--- src/rtl/pg_pkg.sv ---
package pg_pkg;

    // Synchronised view of the two asynchronous inputs
    typedef struct packed {
        logic data;
        logic hold;
    } pg_in_t;

    localparam int PG_IN_W = $bits(pg_in_t);

    // Edge view of the synchronised stream
    typedef struct packed {
        logic level;
        logic fall;
    } pg_edge_t;

    // Registered outputs
    typedef struct packed {
        logic q;
        logic qn;
        logic raw_qn;
    } pg_out_t;

    localparam pg_out_t PG_OUT_RESET = '{q: 1'b0, qn: 1'b1, raw_qn: 1'b1};

    // Next value of the gate-closed bit.
    // Close when disabled and the stream has just fallen or is already low.
    // Reopen only when not disabled and the stream is low.
    // Otherwise (stream high) keep the current decision.
    function automatic logic pg_next_closed(logic cur, logic hold, pg_edge_t e);
        logic nxt;
        if (hold && (e.fall || !e.level))
            nxt = 1'b1;
        else if (!hold && !e.level)
            nxt = 1'b0;
        else
            nxt = cur;
        return nxt;
    endfunction

endpackage

--- src/rtl/pg_sync.sv ---
module pg_sync #(
    parameter int WIDTH  = 2,
    parameter int STAGES = 2
) (
    input  logic             clk,
    input  logic             rst,
    input  logic [WIDTH-1:0] async_i,
    output logic [WIDTH-1:0] sync_o
);
    localparam int LAST = STAGES - 1;

    logic [WIDTH-1:0] chain [STAGES];

    genvar s;
    generate
        for (s = 0; s < STAGES; s++) begin : g_stage
            if (s == 0) begin : g_first
                always_ff @(posedge clk) begin
                    if (rst) chain[s] <= '0;
                    else     chain[s] <= async_i;
                end
            end else begin : g_next
                always_ff @(posedge clk) begin
                    if (rst) chain[s] <= '0;
                    else     chain[s] <= chain[s-1];
                end
            end
        end
    endgenerate

    assign sync_o = chain[LAST];

endmodule

--- src/rtl/pg_edge.sv ---
module pg_edge (
    input  logic             clk,
    input  logic             rst,
    input  logic             level_i,
    output pg_pkg::pg_edge_t edge_o
);
    logic prev_q;

    always_ff @(posedge clk) begin
        if (rst) prev_q <= 1'b0;
        else     prev_q <= level_i;
    end

    always_comb begin
        edge_o.level = level_i;
        edge_o.fall  = prev_q & ~level_i;
    end

endmodule

--- src/rtl/pg_gate_core.sv ---
module pg_gate_core (
    input  logic             clk,
    input  logic             rst,
    input  logic             hold_i,
    input  pg_pkg::pg_edge_t edge_i,
    output pg_pkg::pg_out_t  out_o,
    output logic             closed_o
);
    import pg_pkg::*;

    logic    closed_q;
    logic    closed_d;
    pg_out_t out_q;
    pg_out_t out_d;

    always_comb begin
        closed_d   = pg_next_closed(closed_q, hold_i, edge_i);
        out_d.q    = edge_i.level & ~closed_d;
        out_d.qn   = ~(edge_i.level & ~closed_d);
        out_d.raw_qn = ~edge_i.level;
    end

    always_ff @(posedge clk) begin
        if (rst) begin
            closed_q <= 1'b1;
            out_q    <= PG_OUT_RESET;
        end else begin
            closed_q <= closed_d;
            out_q    <= out_d;
        end
    end

    assign out_o    = out_q;
    assign closed_o = closed_q;

endmodule

--- src/rtl/pulse_gate.sv ---
module pulse_gate #(
    parameter int SYNC_STAGES = 2
) (
    input  logic clk,
    input  logic rst,
    input  logic data_in,
    input  logic hold_in,
    output logic gate_q,
    output logic gate_qn,
    output logic raw_qn
);
    import pg_pkg::*;

    pg_in_t   raw_in;
    pg_in_t   smp;
    pg_edge_t data_edge;
    pg_out_t  outs;
    logic     data_s;
    logic     hold_s;
    logic     gate_closed;

    assign raw_in.data = data_in;
    assign raw_in.hold = hold_in;

    pg_sync #(
        .WIDTH  (PG_IN_W),
        .STAGES (SYNC_STAGES)
    ) u_sync (
        .clk     (clk),
        .rst     (rst),
        .async_i (raw_in),
        .sync_o  (smp)
    );

    assign data_s = smp.data;
    assign hold_s = smp.hold;

    pg_edge u_edge (
        .clk     (clk),
        .rst     (rst),
        .level_i (data_s),
        .edge_o  (data_edge)
    );

    pg_gate_core u_core (
        .clk      (clk),
        .rst      (rst),
        .hold_i   (hold_s),
        .edge_i   (data_edge),
        .out_o    (outs),
        .closed_o (gate_closed)
    );

    assign gate_q  = outs.q;
    assign gate_qn = outs.qn;
    assign raw_qn  = outs.raw_qn;

endmodule

--- config.mk ---
export PLATFORM = sky130hd
export DESIGN_NAME = pulse_gate
export DESIGN_NICKNAME = d
export VERILOG_FILES = /design/src/rtl/pg_pkg.sv /design/src/rtl/pg_sync.sv /design/src/rtl/pg_edge.sv /design/src/rtl/pg_gate_core.sv /design/src/rtl/pulse_gate.sv
export SDC_FILE = /design/constraint.sdc
export NUM_CORES = 1
export LEC_CHECK = 0
export BUFFER_PORTS_ARGS = -buffer_cell sky130_fd_sc_hd__clkbuf_2
export CAP_MARGIN = 5
export CORE_AREA = 2 2 39 41
export CTS_BUF_LIST = sky130_fd_sc_hd__clkbuf_16
export DETAILED_ROUTE_END_ITERATION = 10
export DIE_AREA = 0 0 41 43
export GPL_TIMING_DRIVEN = 0
export HOLD_SLACK_MARGIN = 0.06
export PLACE_DENSITY_LB_ADDON = 0.15
export SKIP_LAST_GASP = 1
export SYNTH_ARGS = -nofsm -noshare
export SYNTH_HDL_FRONTEND = slang
export SYNTH_SLANG_ARGS = --single-unit
--- constraint.sdc ---
create_clock -name clk -period 1.95 [get_ports clk]
set_clock_uncertainty 0.15 [all_clocks]
set_input_delay 0.39 -clock clk [delete_from_list [all_inputs] [get_ports clk]]
set_output_delay 0.39 -clock clk [all_outputs]
set_load 0.01 [all_outputs]
==> flow_metrics.py <==
metrics = {
    "run_status": {
        "status": "complete, no violations",
    },
    "timing": {
        "period_minus_slack_ps": 1190,
        "slew_headroom": 0.890,
        "fmax_mhz": 841,
        "finalSetupTns_ps": 0,
        "timing.final.crit_share": 0.610,
        "whs_ps": 222,
        "finalHoldViolCount": 0,
        "drv_slew": 0,
        "tightest_slew_ps": 165,
        "rsz0062_at_grt": "false",
        "setup_violations": 0,
    },
    "drt": {
        "wl_met1_um": 100,
        "firstDrtPassIters": 2,
        "drc": 0,
        "topRoutingLayerUsed": "met3",
        "wl_met3_um": 66,
        "wl_per_cell_um": 7.29,
        "dr_total_vias": 138,
        "wl_um": 306,
        "via_per_inst": 3.29,
        "drtIter0Drc": 3,
        "drtAntennaViolNets": 0,
        "wl_met2_um": 140,
    },
    "cells_and_area": {
        "final_cell_mix": "dfxtp_1 (8), clkbuf_2 (6), nor2b_1 (5)",
        "fin_nets": 32,
        "final_core_util": 0.252,
        "synthToLayoutAreaGrowth_pct": 55.9,
        "fill_cells": 149,
        "regArea_um2": 160,
        "antenna_cells": 0,
        "final_common_cell": "dfxtp_1",
        "drive_gt1_frac": 0.385,
        "fin_cells": 42,
        "multi_input_area_um2": 63.8,
    },
    "worst_setup_path": {
        "crit_slowest_cell": "dfxtp_1",
        "worst_ep_arrival_time_ps": 650,
        "slowest_delay_ps": 300,
        "start_kind": "flop",
        "crit_buf_inv": 1,
        "cp.required_ps": 1410,
        "cp_top_family": "flip-flops",
        "crit_type": "reg2out",
        "path_cells": "clkbuf_2",
        "end_kind": "output pin",
        "crit_fanout": 1,
    },
    "grt": {
        "antenna_found_initial": 0,
        "grt_max_degree": 7,
        "grt_pass1_wl_um": 586,
        "grt_pass1_vias": 158,
        "grt-ovfl-total": 0,
        "grt_usage": 0.0604,
    },
    "job": {
        "maxCapViolCount": 0,
    },
    "cts": {
        "numCtsBuffers": 3,
        "post_cts_resized": 0,
        "ctsHtreeMaxLevel": 1,
        "clkTransAtPathRegs_ps": 40,
        "clk_latency_ps": 230,
        "postCtsHoldBufs": 0,
        "root_buffer": "clkbuf_16",
        "clkSinkCount": 8,
        "cts_buffer_depth": 2,
        "cts_tree": "done",
        "post-cts-setup-buffers": 0,
    },
    "synth": {
        "syn_avg_cell_area_um2": 13.2,
        "syn-instance-count": 17,
        "synth_area_leaders": "dfxtp_1 (72%), nor2b_1 (14%), nand2b_4 (6.1%)",
        "yosys.area_share.simple": 0.246,
        "synthMuxAreaShare": 0,
        "ys_seq_elements": 8,
        "synth_top_family_by_area": "simple AND/OR/NAND/NOR gates",
        "synth_nets": 21,
        "synth_cell_types": 6,
        "synth_xor_area_frac": 0,
        "synth_top_cell_by_area": "dfxtp_1",
        "synth-compound-area-share": 0.0391,
        "synthAdderAreaFrac": 0,
        "synth_top_area_share": 0.715,
        "yosysWarnings": 0,
        "syn_area_um2": 224,
        "ys_seq_area_frac": 0.715,
    },
    "power_and_ir_drop": {
        "p_sw_frac": 0.152,
        "static-leakage-power_nw": 0.155,
        "seq_power_share": 0.334,
        "pwr-share-comb": 0.023,
        "switchingPower_mw": 0.0790,
        "p_int_mw": 0.442,
        "p_clk_frac": 0.643,
        "ir_drop_mv": 0.861,
        "powerDensity_nw_per_um2": 1490,
    },
    "die": {
        "die_height_um": 43,
        "ioPinCount": 7,
        "core_um2": 1380,
        "die_w_um": 41,
        "die_area_um2": 1760,
        "rows": 14,
        "start_util": 0.162,
    },
    "worst_hold_path": {
        "holdCritPathClass": "in2reg",
    },
    "placement": {
        "port_buffers": 6,
        "dpl.cell_count": 39,
        "place_congestion": 0.497,
    },
}
-- kinds of logic after synthesis --
| kind of cell | count (synthesis) |
|---|---|
| flops | 8 |
| compound gates | 1 |
| simple gates | 8 |
-- per-layer routing --
metal / vias to the layer above / global-route usage
li1: 71 / -
met5: - / 0
met2: 10 / 0.0781
met3: 0 / 0.0785
met4: 0 / 0.0400
met1: 57 / 0.0453
-- layout make-up --
class,instances,share of cell area
Multi-Input combinational cell,9,0.183
Timing Repair Buffer,6,0.0860
Sequential cell,8,0.459
Tap cell,16,0.0573
Clock buffer,3,0.215
-- Yosys cell counts --
library cell	count
or2_1	1
dfxtp_1	8
nor2_1	1
a211o_1	1
nand2b_4	1
nor2b_1	5
-- flip-flops by register name (all words and copies together), names as in the netlist --
register / count
u_core.out_o: 3
u_sync.chain: 4
u_core.closed_o: 1
-- worst paths after layout --
path,slack [ps],to,cells past startpoint,start
max reg2reg,980,u_core.closed_o,2,u_sync.chain[1][1]
min,220,u_sync.chain[0][1],2,data_in
max,760,gate_qn,1,u_core.out_o[1]
min reg2reg,280,u_sync.chain[1][1],1,u_sync.chain[0][1]
-- power by group through the flow --
stage,sequential [mW],clock (mW),combinational [mW]
2_1_floorplan,0.177,0,0.00607
3_3_place_gp,0.177,0,0.0122
3_5_place_dp,0.177,0,0.0125
4_1_cts,0.174,0.343,0.0126
5_1_grt,0.175,0.356,0.0143
6_report,0.174,0.335,0.0121
-- per-stage QoR --
stage / setup slack, ps / instance area [um2] / total power, mW
after detailed placement: 801 / 274 / 0.189
after global routing: 736 / 349 / 0.546
after global placement: 806 / 274 / 0.189
final: 760 / 349 / 0.522
after floorplan: 983 / 224 / 0.183
after CTS: 750 / 349 / 0.529
No activity file was read; power rests on OpenSTA's default activity.
